`src/rtl/pwm_pkg.sv`:
```
package pwm_pkg;
  // bit position of each group's inversion flag in the polarity register
  typedef enum logic [0:0] {
    GRP_FINE   = 1'b0,
    GRP_COARSE = 1'b1
  } grp_e;
endpackage

```
`src/rtl/pwm_prescaler.sv`:
```
module pwm_prescaler #(
  parameter int DIV = 3,
  localparam int CW = (DIV > 2) ? $clog2(DIV) : 1
) (
  input  logic clk,
  input  logic rst_n,
  output logic tick
);
  logic [CW-1:0] cnt;

  always_ff @(posedge clk) begin
    if (!rst_n)                    cnt <= '0;
    else if (cnt == CW'(DIV - 1))  cnt <= '0;
    else                           cnt <= cnt + 1'b1;
  end

  assign tick = (cnt == CW'(DIV - 1));

  AST_PRESC_RANGE: assert property (@(posedge clk) disable iff (!rst_n)
    cnt < CW'(DIV));

  generate
    if (DIV > 1) begin : g_space
      AST_TICK_SPACING: assert property (@(posedge clk) disable iff (!rst_n)
        tick |=> !tick);
    end
  endgenerate
endmodule

```
`src/rtl/pwm_regs.sv`:
```
module pwm_regs
  import pwm_pkg::*;
#(
  parameter int NUM_HI  = 4,
  parameter int NUM_LO  = 4,
  parameter int HI_BITS = 7,
  parameter int LO_BITS = 6,
  parameter int ADDR_W  = 4,
  parameter int DATA_W  = 8,
  localparam int NCH    = NUM_HI + NUM_LO
) (
  input  logic                             clk,
  input  logic                             rst_n,
  input  logic                             wr_en,
  input  logic [ADDR_W-1:0]                wr_addr,
  input  logic [DATA_W-1:0]                wr_data,
  output logic [NUM_HI-1:0][HI_BITS-1:0]   hi_val,
  output logic [NUM_LO-1:0][LO_BITS-1:0]   lo_val,
  output logic                             inv_hi,
  output logic                             inv_lo,
  output logic [NCH-1:0]                   ch_en
);
  localparam logic [ADDR_W-1:0] ADDR_POL = ADDR_W'(NCH);
  localparam logic [ADDR_W-1:0] ADDR_EN  = ADDR_W'(NCH + 1);

  always_ff @(posedge clk) begin
    if (!rst_n) begin
      hi_val <= '0;
      lo_val <= '0;
      inv_hi <= 1'b0;
      inv_lo <= 1'b0;
      ch_en  <= '0;
    end else if (wr_en) begin
      for (int i = 0; i < NUM_HI; i++)
        if (wr_addr == ADDR_W'(i)) hi_val[i] <= wr_data[HI_BITS-1:0];
      for (int j = 0; j < NUM_LO; j++)
        if (wr_addr == ADDR_W'(NUM_HI + j)) lo_val[j] <= wr_data[LO_BITS-1:0];
      if (wr_addr == ADDR_POL) begin
        inv_hi <= wr_data[GRP_FINE];
        inv_lo <= wr_data[GRP_COARSE];
      end
      if (wr_addr == ADDR_EN) ch_en <= wr_data[NCH-1:0];
    end
  end

  AST_MASK_ON_WRITE_ONLY: assert property (@(posedge clk) disable iff (!rst_n)
    !(wr_en && wr_addr == ADDR_EN) |=> $stable(ch_en));

  AST_INV_ON_WRITE_ONLY: assert property (@(posedge clk) disable iff (!rst_n)
    !(wr_en && wr_addr == ADDR_POL) |=> ($stable(inv_hi) && $stable(inv_lo)));

  AST_SPARE_ADDR_INERT: assert property (@(posedge clk) disable iff (!rst_n)
    (wr_en && wr_addr > ADDR_EN) |=>
      ($stable(hi_val) && $stable(lo_val) && $stable(ch_en)));
endmodule

```
`src/rtl/pwm_group.sv`:
```
module pwm_group #(
  parameter int N    = 4,
  parameter int BITS = 7
) (
  input  logic                   clk,
  input  logic                   rst_n,
  input  logic                   tick,
  input  logic [N-1:0][BITS-1:0] level,
  input  logic                   invert,
  output logic [N-1:0]           wave
);
  logic [BITS-1:0]         cnt;
  logic                    wrap;
  logic [N-1:0][BITS-1:0]  cmp;
  logic [N-1:0]            raw;

  assign wrap = tick && (cnt == '1);

  always_ff @(posedge clk) begin
    if (!rst_n)    cnt <= '0;
    else if (tick) cnt <= cnt + 1'b1;
  end

  // compare registers reload only at the period boundary
  always_ff @(posedge clk) begin
    if (!rst_n)    cmp <= '0;
    else if (wrap) cmp <= level;
  end

  AST_CNT_ON_TICK: assert property (@(posedge clk) disable iff (!rst_n)
    !tick |=> $stable(cnt));

  AST_CMP_AT_WRAP: assert property (@(posedge clk) disable iff (!rst_n)
    !wrap |=> $stable(cmp));

  generate
    for (genvar i = 0; i < N; i++) begin : g_ch
      assign raw[i]  = (cnt < cmp[i]);
      assign wave[i] = raw[i] ^ invert;

      AST_ZERO_STAYS_LOW: assert property (@(posedge clk) disable iff (!rst_n)
        (cmp[i] == '0) |-> !raw[i]);

      AST_LAST_TICK_LOW: assert property (@(posedge clk) disable iff (!rst_n)
        (cnt == '1) |-> !raw[i]);

      AST_PERIOD_OPENS_HIGH: assert property (@(posedge clk) disable iff (!rst_n)
        (cnt == '0 && cmp[i] != '0) |-> raw[i]);
    end
  endgenerate
endmodule

```
`src/rtl/pwm_dac_bank.sv`:
```
module pwm_dac_bank #(
  parameter int NUM_HI  = 4,
  parameter int NUM_LO  = 4,
  parameter int HI_BITS = 7,
  parameter int LO_BITS = 6,
  parameter int CLK_DIV = 3,
  parameter int ADDR_W  = 4,
  parameter int DATA_W  = 8,
  localparam int NCH    = NUM_HI + NUM_LO
) (
  input  logic              clk,
  input  logic              rst_n,
  input  logic              wr_en,
  input  logic [ADDR_W-1:0] wr_addr,
  input  logic [DATA_W-1:0] wr_data,
  input  logic [NCH-1:0]    gpio_out,
  output logic [NCH-1:0]    pin_out
);
  logic                           tick;
  logic [NUM_HI-1:0][HI_BITS-1:0] hi_val;
  logic [NUM_LO-1:0][LO_BITS-1:0] lo_val;
  logic                           inv_hi;
  logic                           inv_lo;
  logic [NCH-1:0]                 ch_en;
  logic [NUM_HI-1:0]              hi_wave;
  logic [NUM_LO-1:0]              lo_wave;
  logic [NCH-1:0]                 wave_all;

  pwm_prescaler #(.DIV(CLK_DIV)) u_presc (
    .clk(clk), .rst_n(rst_n), .tick(tick)
  );

  pwm_regs #(
    .NUM_HI(NUM_HI), .NUM_LO(NUM_LO), .HI_BITS(HI_BITS), .LO_BITS(LO_BITS),
    .ADDR_W(ADDR_W), .DATA_W(DATA_W)
  ) u_regs (
    .clk(clk), .rst_n(rst_n), .wr_en(wr_en), .wr_addr(wr_addr),
    .wr_data(wr_data), .hi_val(hi_val), .lo_val(lo_val),
    .inv_hi(inv_hi), .inv_lo(inv_lo), .ch_en(ch_en)
  );

  pwm_group #(.N(NUM_HI), .BITS(HI_BITS)) u_fine (
    .clk(clk), .rst_n(rst_n), .tick(tick), .level(hi_val),
    .invert(inv_hi), .wave(hi_wave)
  );

  pwm_group #(.N(NUM_LO), .BITS(LO_BITS)) u_coarse (
    .clk(clk), .rst_n(rst_n), .tick(tick), .level(lo_val),
    .invert(inv_lo), .wave(lo_wave)
  );

  assign wave_all = {lo_wave, hi_wave};

  generate
    for (genvar n = 0; n < NCH; n++) begin : g_pin
      assign pin_out[n] = ch_en[n] ? wave_all[n] : gpio_out[n];

      AST_GPIO_ROUTE: assert property (@(posedge clk) disable iff (!rst_n)
        !ch_en[n] |-> (pin_out[n] == gpio_out[n]));
    end
  endgenerate
endmodule

```
`config.mk`:
```
export PLATFORM = sky130hd
export DESIGN_NAME = pwm_dac_bank
export DESIGN_NICKNAME = d
export VERILOG_FILES = /design/src/rtl/pwm_pkg.sv /design/src/rtl/pwm_prescaler.sv /design/src/rtl/pwm_regs.sv /design/src/rtl/pwm_group.sv /design/src/rtl/pwm_dac_bank.sv
export SDC_FILE = /design/constraint.sdc
export NUM_CORES = 1
export LEC_CHECK = 0
export ABC_AREA = 1
export BUFFER_PORTS_ARGS = -buffer_cell sky130_fd_sc_hd__buf_2
export CORE_AREA = 4 4 149 151
export CTS_BUF_LIST = sky130_fd_sc_hd__clkbuf_4 sky130_fd_sc_hd__clkbuf_8 sky130_fd_sc_hd__clkbuf_16
export DETAILED_ROUTE_END_ITERATION = 7
export DIE_AREA = 0 0 153 155
export GPL_TIMING_DRIVEN = 0
export PLACE_DENSITY = 0.47
export SETUP_SLACK_MARGIN = 0.4
export SKIP_LAST_GASP = 1
export SLEW_MARGIN = 0
export SYNTH_ARGS = -nofsm -noshare
export SYNTH_HDL_FRONTEND = slang
export SYNTH_SLANG_ARGS = --single-unit
export TNS_END_PERCENT = 5
```
`constraint.sdc`:
```
create_clock -name clk -period 1.8 [get_ports clk]
set_input_delay 0 -clock clk [delete_from_list [all_inputs] [get_ports clk]]
set_output_delay 0 -clock clk [all_outputs]
set_load 0.1 [all_outputs]
```
After elaboration in Yosys (flattened, before gate mapping)
Cells that the tools add are included.
{"block": "op_classes", "n_eq_ne": 12, "magnitude_cmp": 8, "n_mux": 8, "add_sub_neg": 3, "n_reduce_logical": 14, "bitwise_logic": 9}
{"cell": "$lt 7x7->1", "n": 4}
{"cell": "$lt 6x6->1", "n": 4}
{"cell": "$reduce_and 2->1", "n": 10}
{"cell": "$eq 4x3->1 const B", "n": 4}
{"cell": "$eq 4x2->1 const B", "n": 2}
{"cell": "$eq 4x4->1 const B", "n": 2}
{"cell": "$mux 1", "n": 8}
{"cell": "$xor 1x1->1", "n": 8}
{"cell": "$add 7x1->7 const B", "n": 1}
{"cell": "$eq 7x7->1 const B", "n": 1}
{"cell": "$add 6x1->6 const B", "n": 1}
{"cell": "$eq 6x6->1 const B", "n": 1}
{"cell": "$eq 4x1->1 const B", "n": 1}
{"cell": "$logic_not 4->1", "n": 1}
{"cell": "$add 2x1->2 const B", "n": 1}
{"cell": "$eq 2x2->1 const B", "n": 1}
{"cell": "$logic_and 1x1->1", "n": 2}
{"cell": "$reduce_or 2->1", "n": 1}
{"cell": "$not 1->1", "n": 1}
{"block": "word_totals", "output_inout_bits": 8, "word_cells": 76, "input_bits": 23, "reg_bits": 129}

Depth between registers and ports, before layout
Gate-level depths: netlist of the first run.
{"block": "logic_depth", "depth_word": 3, "mapped_depth": 11, "ltp_nobuf": 11}

Modules after synthesis
Synthesis of the first run repeated with hierarchy kept, for this count alone.
{"block": "hier_totals", "cells_unflattened": 1048, "hier_area_um2": 6811.5}
{"module": "pwm_regs", "n_inst": 1, "seq_area_each_um2": 1241.2, "cells_per_inst": 366, "area_each_um2": 2543.7}
{"module": "pwm_group at u_fine", "n_inst": 1, "seq_area_each_um2": 700.7, "cells_per_inst": 329, "area_each_um2": 2120.8}
{"module": "pwm_group at u_coarse", "n_inst": 1, "seq_area_each_um2": 600.6, "cells_per_inst": 313, "area_each_um2": 1955.6}
{"module": "pwm_dac_bank", "n_inst": 1, "seq_area_each_um2": 0.0, "cells_per_inst": 32, "area_each_um2": 120.1}
{"module": "pwm_prescaler", "n_inst": 1, "seq_area_each_um2": 40.0, "cells_per_inst": 8, "area_each_um2": 71.3}

Worst setup path after synthesis of the first run
Ideal clock, no wire load.
{"block": "synth_path", "kind": "flip-flop to output port", "from": "register u_fine.cnt[6]", "to": "output port pin_out[0]", "n_path_buf": 0, "arrival_time_ns": 1.881, "required_ns": 1.800, "stages_incl_launch_ff": 9, "slack_ns": -0.081, "path_cell_list": "dfxtp_1 -> ha_1 -> nand2_1 -> inv_1 -> a21oi_1 -> nand2_1 -> nand2_1 -> nand3_1 -> nand2_1"}
{"block": "synth_via", "elab_chain_len": 3}
{"element": "start: declaration", "line_no": "pwm_group.sv:12", "text": "logic [BITS-1:0] cnt;"}
{"element": "start signal: assignment", "line_no": "pwm_group.sv:21", "text": "else if (tick) cnt <= cnt + 1'b1;"}
{"element": "$lt 7x7->1", "line_no": "pwm_group.sv:38", "text": "assign raw[i] = (cnt < cmp[i]);"}
{"element": "$xor 1x1->1", "line_no": "pwm_group.sv:39", "text": "assign wave[i] = raw[i] ^ invert;"}
{"element": "$mux 1", "line_no": "pwm_dac_bank.sv:56", "text": "assign pin_out[n] = ch_en[n] ? wave_all[n] : gpio_out[n];"}
{"element": "end: declaration", "line_no": "pwm_dac_bank.sv:17", "text": "output logic [NCH-1:0] pin_out"}
Every way passes these cells.

Final worst setup path of the first run
{"block": "layout_path", "from": "register u_fine.cnt[6]", "to": "output port pin_out[1]"}
Same word-level chain as after synthesis.

==> results of run 1 <==
[per-layer routing]
metal  share of wire [%]  vias up
met1                  52     2389
li1                    -     2802
met5                   0        -
met4                 2.0        0
met2                  43       82
met3                 3.2       26
[what timing repair did]
item,CTS,global route
gates resized for setup,66,30
gates cloned,0,0
hold buffers,3,0
setup buffers,5,3
setup endpoints to repair,64,72
endpoints found under the hold margin,13,0
pin swaps,7,16
[cell type report]
class                           count  area (µm²)
Multi-Input combinational cell    562        3240
Fill cell                        2255       13000
Tap cell                          275         344
Buffer                             33         199
Clock inverter                     10         130
Clock buffer                       22         494
Timing Repair Buffer               34         325
Inverter                          124         468
Sequential cell                   129        2620
[cells by family (layout without fill, tap and decap cells)]
logic type / after synthesis / in the layout / synth area share, %
AOI/OAI and AO/OA: 186 / 186 / 15.3
adders and majority gates: 47 / 47 / 9.53
buffers and inverters: 157 / 223 / 10.8
DFF: 129 / 129 / 41.9
and+or+nand+nor: 329 / 329 / 22.5
[sequential cells by signal, indices dropped and copies added (netlist names)]
signal / count
u_coarse.cmp: 24
u_coarse.cnt: 6
u_fine.cmp: 28
u_fine.cnt: 7
u_presc.cnt: 2
u_regs.ch_en: 8
u_regs.hi_val: 28
u_regs.inv_hi: 1
u_regs.inv_lo: 1
u_regs.lo_val: 24
[path summary, 6_finish.rpt]
check,start,endpoint,slack [ns],depth (start not counted)
hold / removal,wr_addr[2],u_regs.inv_lo,0.06,4
setup reg to reg,u_presc.cnt[0],u_fine.cmp[27],0.09,9
hold reg to reg,u_presc.cnt[0],u_presc.cnt[0],0.42,1
setup / recovery,u_fine.cnt[6],pin_out[1],-0.09,9
[metrics by stage]
step,setup TNS (ns),worst slack [ns],cells,power [W],util [%]
2_1_floorplan,0,0.395,848,0.00342,-
5_1_grt,-1.31,-0.197,1189,0.00751,37.6
3_5_place_dp,-2.96,-0.336,1146,0.00361,32.1
4_1_cts,-0.842,-0.122,1186,0.00732,36.6
6_report,-0.451,-0.0919,1189,0.00726,37.6
3_3_place_gp,-3.14,-0.337,1146,0.00361,32.1
[report_power, final]
group,switching (W),internal (W)
logic,0.000432,0.000213
registers,0.0000513,0.00290
clock network,0.00131,0.00235
[worst min-delay path, delay by kind of cell]
kind	cells	cell delay, ns
AND/OR/NAND/NOR	2	0.21
buffers and inverters	1	0.13
AO/OA/AOI/OAI	1	0.09
[Yosys cell counts, drive strengths merged]
cell type | number | area, µm²
nor2 | 153 | 614
nand2 | 138 | 526
dfxtp | 129 | 2580
inv | 124 | 465
o21ai | 114 | 582
a21oi | 71 | 355
ha | 47 | 588
nand3 | 24 | 145
clkbuf | 21 | 80.1
buf | 12 | 119
nor3 | 11 | 71.3
a31oi | 1 | 6.26
and3 | 1 | 7.51
nand3b | 1 | 20.0
nand4 | 1 | 6.26
==> key figures, run 1 <==
Die
  • Die X: approximately 150 µm
  • Initial core utilization: slightly below 30%
  • Core area: ~21000 µm²
  • # rows: 53
  • Io pins: 31
  • DIE AREA: 23700 µm²
  • Die height: 155 µm

Clock tree
  • Clk root buf: clkbuf_16
  • CTS tree: yes
  • CTS sink count: 129
  • CTS H-Tree Depth: 4
  • Clk_lat worst skew: between 0.4 and 0.5 ns
  • CTS buffer count: 17
  • Max clock buf depth: 2
  • Clk pin slew, worst setup/hold paths: 0.06 ns

Setup path
  • Element type at the critical path end: primary output
  • Delay-heaviest family, CP: flip-flops
  • Crit path max fanout: 6
  • WP buf/inv: 2
  • CP Launch Type: flip-flop
  • CP Data Required Time: 1.80 ns
  • Crit Path Class: flip-flop to primary output
  • Largest stage delay, worst path: 0.45 ns
  • Slowest-stage cell, CP: dfxtp_4
  • Worst-path cell chain: ha_4 > nand2_4 > inv_4 > a21oi_4 > nand2_1 > nand2_1 > nand3_2 > nand2_4 > buf_12
  • Worst EP arrival: 1.89 ns

STA
  • Final period demand of the worst path: 1.89 ns
  • Final Setup Violations: 7
  • Worst setup margin: -0.0919 ns
  • Hold_ws: 0.0564 ns
  • Highest clock rate: about 0.53 GHz
  • RSZ-0062 raised after global routing: yes
  • Final Hold Fails: 0
  • Worst rel slew slack: 48.3%
  • Tcrit/Tclk final: 105%
  • Final Max Slew Viols: 0
  • Worst-Margin Slew: 0.775 ns
  • Clock skew: 0.00552 ns

Global routing
  • First-pass GRT wire length: 27300 µm
  • Global-route usage over all layers: 15.0%
  • Largest net degree at the start of global routing: 17
  • M2 GR Usage: 22.2%
  • Global route overflow: 0
  • Grt peak-use layer: met2
  • Initial antenna violation count: 0
  • Vias in the first global route: 4849
  • Met1 global-route usage: 21.6%
  • Met3 usage: 2.81%

Logic synthesis
  • Mapped Area: 6170 µm²
  • Yosys warning count: 0
  • Gate Count Post-Synth: 848
  • Syn_area_per_cell: ~7.3 µm²
  • Synthesized flop and latch total: 129
  • Sequential share of the synthesized area: 41.9%
  • Post-synth cell types: 27
  • Synthesized Nets: slightly above 900

Routing
  • Via count: between 5000 and 6000
  • Drt drc: 0
  • Routed WL: 17700 µm
  • Pre-Repair DR Iteration Count: 5
  • Drt wl/cell: about 15 µm
  • Initial DRC count: approximately 270
  • Drt via density: 4.46
  • Routed Antenna Nets: 0

Final layout
  • Most common cell after layout, fill and taps aside: nor2_1
  • Fraction of layout cells with a size suffix above 1: 17.5%
  • Final instance area: approximately 8000 µm²
  • Layout area overhead: 26.9%
  • NumNets Final: 971
  • Inserted Diodes: 0
  • Commonest non-fill, non-tap cells in the layout: nor2_1 (146), inv_1 (118), nand2_1 (118)

Place
  • Hpwl dp: about 12000 µm
  • Buffers added on ports: 23
  • Placed standard-cell area: around 6700 µm²
  • GPL Wtd Cong: ~0.76

Pwr
  • LEAKAGE: 3.28 nW
  • P per Cell Area: 927 nW/µm²
  • Peak supply drop: approximately 650 µV

Outcome
  • Status: finished, violations left
  • Failing checks: setup timing

Job
  • Max-capacitance violation count: 0

Hold path
  • Hold WC Path Type: input port to flip-flop
Power figures use the tool's default switching activity.
==> inputs of run 2 (changes only) <==
- ABC_AREA: 1 -> not set
- CORE_AREA: 4 4 149 151 -> 4 4 152 154
- DIE_AREA: 0 0 153 155 -> 0 0 156 158
==> key figures, run 2 <==
Die
  • Core area: 21700 µm² (+4.2%)
  • Initial core utilization: 29.7% (+0.087 points)
  • DIE AREA: 24600 µm² (+3.9%)
  • # rows: 54 (+1.9%)
  • Die X: 156 µm (+2.0%)
  • Io pins: 31 (unchanged)
  • Die height: 158 µm (+1.9%)

Final layout
  • Fill cells: 2224 (-1.4%)
  • Layout area overhead: 21.5%
  • Top flop regs: u_fine.cmp (28), u_regs.hi_val (28)
  • Sequential Area: 2610 µm² (-0.67%)
  • Inserted Diodes: 0 (unchanged)
  • NumNets Final: 826 (-15%)
  • Fin cells: 1048 (-12%)
  • Most common cell after layout, fill and taps aside: dfxtp_1
  • Fraction of layout cells with a size suffix above 1: 13.3% (-4.2 points)
  • Area of the multi-input gates: 3620 µm² (+12%)
  • Core Util, Final: 36.1% (-1.5 points)
  • Commonest non-fill, non-tap cells in the layout: dfxtp_1 (119), nand2_1 (101), nor2b_1 (58)

STA
  • Final Setup Violations: 49 (+42)
  • RSZ-0062 raised after global routing: yes
  • Worst setup margin: -0.409 ns (-0.317 ns)
  • Hold_ws: 0.108 ns (+0.0511 ns)
  • Clock skew: 0.0126 ns (+0.00708 ns)
  • Highest clock rate: 0.453 GHz (-14%)
  • Final period demand of the worst path: 2.21 ns (+0.317 ns)
  • Worst rel slew slack: 45.3% (-3.0 points)
  • Tcrit/Tclk final: 123% (+18 points)
  • Final Max Slew Viols: 0 (unchanged)
  • Worst-Margin Slew: 0.820 ns (+0.0452 ns)
  • Final Hold Fails: 0 (unchanged)

Clock tree
  • Max clock buf depth: 2 (unchanged)
  • CTS H-Tree Depth: 4 (unchanged)
  • Clk_lat worst skew: 0.42 ns (about the same)
  • CTS sink count: 129 (unchanged)
  • Clk root buf: clkbuf_16
  • CTS tree: yes
  • CTS buffer count: 17 (unchanged)
  • Clk pin slew, worst setup/hold paths: 0.06 ns (about the same)

Setup path
  • CP Launch Type: flip-flop
  • Crit Path Class: flip-flop to primary output
  • Crit path max fanout: 5 (-1)
  • Element type at the critical path end: primary output
  • CP Data Required Time: 1.80 ns (about the same)
  • Worst EP arrival: 2.21 ns (+0.32 ns)

Logic synthesis
  • Number of flops mapped to enable cells by yosys: 0 (unchanged)
  • Mapped Area: 6440 µm² (+4.5%)
  • Post-synth cell types: 44 (+63%)
  • Syn_area_per_cell: 9.09 µm² (+25%)
  • Sequential share of the synthesized area: 40.1% (-1.8 points)
  • Synth top area cells: dfxtp_1 (40%), ha_1 (9.1%), mux2i_1 (8.9%)
  • Main flop type after synthesis: dfxtp_1
  • Yosys warning count: 0 (unchanged)
  • Synthesized Nets: 779 (-15%)
  • Post-synth top cells: dfxtp_1 (129), nand2_1 (101), nor2b_1 (58)
  • Gate Count Post-Synth: 709 (-16%)
  • Synthesized flop and latch total: 129 (unchanged)
  • Cell with the most instances after synthesis: dfxtp_1
  • Async set-or-reset flop fraction in the synthesized netlist: 0% (unchanged)
  • Post-synth top area share: 40.1% (-1.8 points)
  • Synth area leader: dfxtp_1

Routing
  • Pre-Repair DR Iteration Count: 4 (-1)
  • Drt via density: 4.67 (+4.7%)
  • Via count: 4890 (-7.7%)
  • Routed WL: 16700 µm (-5.6%)
  • Routed Antenna Nets: 0 (unchanged)
  • Drt drc: 0 (unchanged)
  • Initial DRC count: 189 (-29%)
  • Drt wl/cell: 15.9 µm (+7.1%)

Pwr
  • Peak supply drop: 637 µV (-2.6%)
  • P per Cell Area: 906 nW/µm² (-2.3%)
  • Total power: 0.00709 W (-2.2%)
  • Clk network pwr share: 52.2% (+1.8 points)
  • Internal: 0.00546 W (-0.15%)
  • LEAKAGE: 2.76 nW (-16%)
  • Power share of the combinational group: 6.4% (-2.5 points)
  • Sequential power share: 41.4% (+0.7 points)
  • Sw Share: 23.0% (-1.6 points)
  • P_sw: 0.00163 W (-8.6%)

Global routing
  • Initial antenna violation count: 1 (+1)
  • Global-route usage over all layers: 14.1% (-0.86 points)
  • Vias in the first global route: 4918 (+1.4%)
  • Largest net degree at the start of global routing: 17 (unchanged)
  • First-pass GRT wire length: 26800 µm (-1.8%)
  • Global route overflow: 0 (unchanged)

Place
  • GPL Wtd Cong: 0.746 (-1.2%)
  • Buffers added on ports: 23 (unchanged)
  • Cells after DPL: 1012 (-12%)
  • Pre-CTS worst setup slack: -0.303 ns (+0.0330 ns)
  • Hpwl dp: 12200 µm (-1.0%)

Hold path
  • Hold WC Path Type: input port to flip-flop

Job
  • Max-capacitance violation count: 0 (unchanged)

Outcome
  • Status: finished, violations left
  • Failing checks: setup timing
## run 2: cell types whose count changed after synthesis, moves of 18 or more
cell	previous run	this run
a21boi_0	0	41
mux2i_1	0	57
nand2_1	137	101
a21boi_1	0	20
nor2b_1	0	58
o21ai_1	18	0
nor2_1	147	4
a21oi_1	71	4
o21ai_0	93	34
inv_1	120	53
## run 2: cells by family after synthesis
kind of cell / synth area share [%]
and+or+nand+nor: 19.7
AOI/OAI and AO/OA: 15.0
DFF: 40.1
buffers and inverters: 6.00
muxes: 8.85
adders and majority gates: 9.13
xor gates and xnor gates: 1.22
## run 2: power by group through the flow
stage | logic (W) | clock network [W] | registers (W)
3_5_place_dp | 0.000430 | 0 | 0.00300
4_1_cts | 0.000463 | 0.00379 | 0.00294
5_1_grt | 0.000498 | 0.00391 | 0.00294
6_report | 0.000454 | 0.00371 | 0.00293
2_1_floorplan | 0.000302 | 0 | 0.00298
3_3_place_gp | 0.000429 | 0 | 0.00300
## run 2: metal layers
| layer | global-route usage, % | routed length (µm) | vias up |
|---|---|---|---|
| li1 | - | - | 2517 |
| met1 | 19.2 | 8500 | 2308 |
| met2 | 22.7 | 7700 | 46 |
| met3 | 2.52 | 300 | 17 |
| met4 | 4.46 | 202 | 2 |
| met5 | 0 | 13 | - |
## run 2: stage by stage
stage / TNS (ns) / instance area [µm²]
6_report: -9.60 / 7830
5_1_grt: -20.47 / 7830
4_1_cts: -11.17 / 7820
3_5_place_dp: -8.51 / 7000
3_3_place_gp: -8.40 / 7000
2_1_floorplan: -3.49 / 6540
## run 2: worst paths after layout
check             startpoint          endpoint  slack, ns  cells after the start
max            u_fine.cnt[4]        pin_out[3]      -0.41                      6
max reg2reg  u_coarse.cnt[0]   u_coarse.cmp[0]      -0.21                      6
min               wr_addr[1]  u_regs.hi_val[2]       0.11                      4
min reg2reg   u_presc.cnt[0]    u_presc.cnt[0]       0.42                      1
## run 2: critical path: stages, from the launching register on
cell and delay (ns):
dfxtp_4 0.44, ha_4 0.22, a211o_1 0.26, o211ai_1 0.14, o221ai_1 0.15, or3b_4 0.41
buf_12 0.18
## run 2: area by class of cell
type,instances,share of cell area [%]
multi-input cells,488,46.3
clock inverters,13,2.35
well taps,280,4.47
flip-flops and latches,129,33.3
inverters,53,2.54
repair buffers,28,2.94
clock buffers,18,5.75
plain buffers,39,2.40
## run 2: repair_timing
item / CTS / global route
setup endpoints to repair: 67 / 67
hold endpoints to repair: 14 / 0
gates resized for setup: 39 / 2
hold buffers: 3 / 0
buffers inserted: 2 / 0
pin swaps: 11 / 1
==> inputs of run 3 (changes only) <==
- CELL_PAD_IN_SITES_DETAIL_PLACEMENT: not set -> 0
- CELL_PAD_IN_SITES_GLOBAL_PLACEMENT: not set -> 2
- CORE_AREA: 4 4 152 154 -> 4 4 151 153
- DIE_AREA: 0 0 156 158 -> 0 0 155 157
- PLACE_DENSITY: 0.47 -> 0.66
- SYNTH_HIERARCHICAL: not set -> 1
==> key figures, run 3 <==
Global routing
  • M2 GR Usage: 23.2% (+0.53 points)
  • Vias in the first global route: 4904 (-0.28%)
  • Met1 global-route usage: 19.5% (+0.26 points)
  • Initial antenna violation count: 0 (-1)
  • Global-route usage over all layers: 14.3% (+0.23 points)
  • First-pass GRT wire length: 26700 µm (-0.41%)
  • Global route overflow: 0 (unchanged)
  • Grt peak-use layer: met2
  • Met3 usage: 2.42% (-0.095 points)
  • Largest net degree at the start of global routing: 17 (unchanged)

Clock tree
  • Clk pin slew, worst setup/hold paths: 0.06 ns (about the same)
  • Max clock buf depth: 2 (unchanged)
  • CTS H-Tree Depth: 4 (unchanged)
  • CTS sink count: 129 (unchanged)
  • Clk_lat worst skew: 0.41 ns (about the same)
  • CTS buffer count: 17 (unchanged)
  • Clk root buf: clkbuf_16
  • CTS tree: yes

Final layout
  • Most common cell after layout, fill and taps aside: nand2_1
  • Inserted Diodes: 0 (unchanged)
  • Fill cells: 2159 (-2.9%)
  • Commonest non-fill, non-tap cells in the layout: nand2_1 (174), dfxtp_1 (113), mux2i_1 (64)
  • Top flop regs: u_fine/cmp (28), u_regs/hi_val (28)
  • NumNets Final: 825 (-0.12%)
  • Layout area overhead: 27.8%
  • Fraction of layout cells with a size suffix above 1: 25.7% (+12 points)

Place
  • GPL Wtd Cong: 0.725 (-2.9%)
  • Pre-CTS worst setup slack: -0.421 ns (-0.118 ns)
  • Buffers added on ports: 30 (+30%)
  • Hpwl dp: 12300 µm (+0.89%)

STA
  • Clock skew: 0.00623 ns (-0.00636 ns)
  • Worst rel slew slack: 51.0% (+5.7 points)
  • Worst-Margin Slew: 0.735 ns (-0.0848 ns)
  • RSZ-0062 raised after global routing: yes
  • Final period demand of the worst path: 2.11 ns (-0.0947 ns)
  • Highest clock rate: 0.473 GHz (+4.5%)
  • Worst setup margin: -0.315 ns (+0.0947 ns)
  • Final Hold Fails: 0 (unchanged)
  • Tcrit/Tclk final: 117% (-5.3 points)
  • Final Setup Violations: 11 (-78%)
  • Final Max Slew Viols: 0 (unchanged)

Setup path
  • Worst EP arrival: 2.11 ns (-0.10 ns)
  • Crit Path Class: flip-flop to primary output
  • Flop-to-flop setup slack: 0 ns (+0.21 ns)
  • RR Startpoint: u_fine/cnt[1]
  • CP Launch Type: flip-flop
  • Worst reg2reg endpoint: u_fine/cmp[4]
  • CP Data Required Time: 1.80 ns (about the same)
  • Reg2Reg Depth: 6 (unchanged)
  • Crit path max fanout: 6 (+1)
  • Element type at the critical path end: primary output

Logic synthesis
  • Synthesized Nets: 763 (-2.1%)
  • Post-synth top cells: nand2_1 (174), dfxtp_1 (129), mux2i_1 (64)
  • Gate Count Post-Synth: 693 (-2.3%)
  • Synth top area cells: dfxtp_1 (41%), nand2_1 (10%), mux2i_1 (10%)
  • Post-synth top area share: 40.9% (+0.79 points)
  • Syn_area_per_cell: 9.12 µm² (+0.32%)
  • Post-synth cell types: 43 (-2.3%)
  • Simple-gate share of the synthesized area: 18.8% (-0.86 points)
  • Adder-cell share of the synthesized area: 9.31% (+0.18 points)
  • Cell with the most instances after synthesis: nand2_1
  • Mapped Area: 6320 µm² (-1.9%)
  • Synthesized flop and latch total: 129 (unchanged)
  • Async set-or-reset flop fraction in the synthesized netlist: 0% (unchanged)
  • Sequential share of the synthesized area: 40.9% (+0.79 points)
  • Synth Area in Compound Gates: 10.4% (-4.6 points)
  • Main combinational cell family by area after synthesis: simple AND/OR/NAND/NOR gates
  • Fraction of synthesized area in multiplexers: 12.0% (+3.2 points)
  • XOR/XNOR share of the synthesized area: 2.22% (+0.99 points)
  • Main flop type after synthesis: dfxtp_1
  • Synth area leader: dfxtp_1
  • Number of flops mapped to enable cells by yosys: 0 (unchanged)
  • Yosys warning count: 6 (+6)

Outcome
  • Status: finished, violations left
  • Failing checks: setup timing

Job
  • Max-capacitance violation count: 0 (unchanged)

Pwr
  • Total power: 0.00700 W (-1.3%)
  • Peak supply drop: 672 µV (+5.4%)
  • P per Cell Area: 867 nW/µm² (-4.3%)
  • LEAKAGE: 3.13 nW (+13%)

Routing
  • Routed WL: 16800 µm (+0.69%)
  • Pre-Repair DR Iteration Count: 4 (unchanged)
  • Via count: 4816 (-1.5%)
  • Drt wl/cell: 16.1 µm (+0.69%)
  • Routed Antenna Nets: 0 (unchanged)
  • Drt drc: 0 (unchanged)
  • Drt via density: 4.60 (-1.5%)
  • Initial DRC count: 168 (-11%)

Hold path
  • WHS Path Cells: 2 (-2)
  • Worst hold start: rst_n
  • Worst Hold End: u_fine/cmp[13]
  • Hold WC Path Type: input port to flip-flop

Die
  • Die X: 155 µm (-0.64%)
  • Core area: 21600 µm² (-0.62%)
  • Die height: 157 µm (-0.63%)
  • Io pins: 31 (unchanged)
  • Initial core utilization: 29.3% (-0.39 points)
  • # rows: 54 (unchanged)
  • DIE AREA: 24300 µm² (-1.3%)
## run 3: per-stage QoR
step | hold slack, ns | setup TNS [ns] | instance area, µm² | utilization [%] | cells
global placement | 0.262 | -3.69 | 7020 | 32.6 | 1003
finish | 0.0232 | -2.20 | 8080 | 37.5 | 1048
CTS | 0.00796 | -3.10 | 7860 | 36.5 | 1042
floorplan | 0.142 | 0 | 6520 | - | 693
detailed placement | 0.267 | -5.56 | 7020 | 32.6 | 1003
global route | 0.0208 | -5.40 | 8080 | 37.5 | 1048
## run 3: repair_timing
action | 4_1_cts | 5_1_grt
gates resized for setup | 48 | 28
setup endpoints to repair | 104 | 118
pin swaps | 5 | 11
hold endpoints to repair | 3 | 0
setup buffers | 4 | 6
hold buffers | 3 | 0
## run 3: final cells by class
class,instances,area (µm²),share of cell area [%]
clock inverters,10,133,1.64
plain buffers,33,230,2.85
multi-input cells,485,3710,45.9
inverters,46,173,2.14
well taps,280,350,4.34
clock buffers,22,482,5.97
flip-flops and latches,129,2630,32.5
repair buffers,43,370,4.59
## run 3: worst max path at each step
stage	startpoint	to	slack, ns	cells past startpoint
2_1_floorplan	u_fine/cnt[2]	pin_out[1]	0.35	6
3_3_place_gp	u_fine/cnt[5]	pin_out[2]	-0.37	7
3_5_place_dp	u_fine/cnt[5]	pin_out[2]	-0.42	7
4_1_cts	u_coarse/cnt[1]	pin_out[7]	-0.37	6
5_1_grt	u_fine/cnt[2]	pin_out[2]	-0.40	7
6_report	u_coarse/cnt[3]	pin_out[4]	-0.31	6
## run 3: per-layer routing
layer | vias up | share of wire (%)
li1 | 2459 | -
met1 | 2292 | 50
met2 | 53 | 47
met3 | 12 | 1.8
met4 | 0 | 1.0
met5 | - | 0
## run 3: cells by family (layout without fill, tap and decap cells)
kind of cell / count (synthesis) / count (layout)
muxes: 72 / 72
buffers and inverters: 79 / 154
DFF: 129 / 129
and+or+nand+nor: 252 / 252
xor gates and xnor gates: 16 / 16
AOI/OAI and AO/OA: 98 / 98
adders and majority gates: 47 / 47
## run 3: power breakdown
part	switching [W]	internal (W)	leakage, nW	total, W
Combinational	0.000305	0.000208	1.78	0.000513
Sequential	0.0000491	0.00288	1.05	0.00293
Clock	0.00125	0.00231	0.299	0.00356
Total	0.00161	0.00540	3.13	0.00700
## run 3: critical path: stages (launching register included)
cell	delay (ns)
dfxtp_4	0.39
ha_1	0.32
a21oi_1	0.20
o221ai_2	0.16
xnor2_1	0.17
mux2_4	0.28
buf_6	0.18
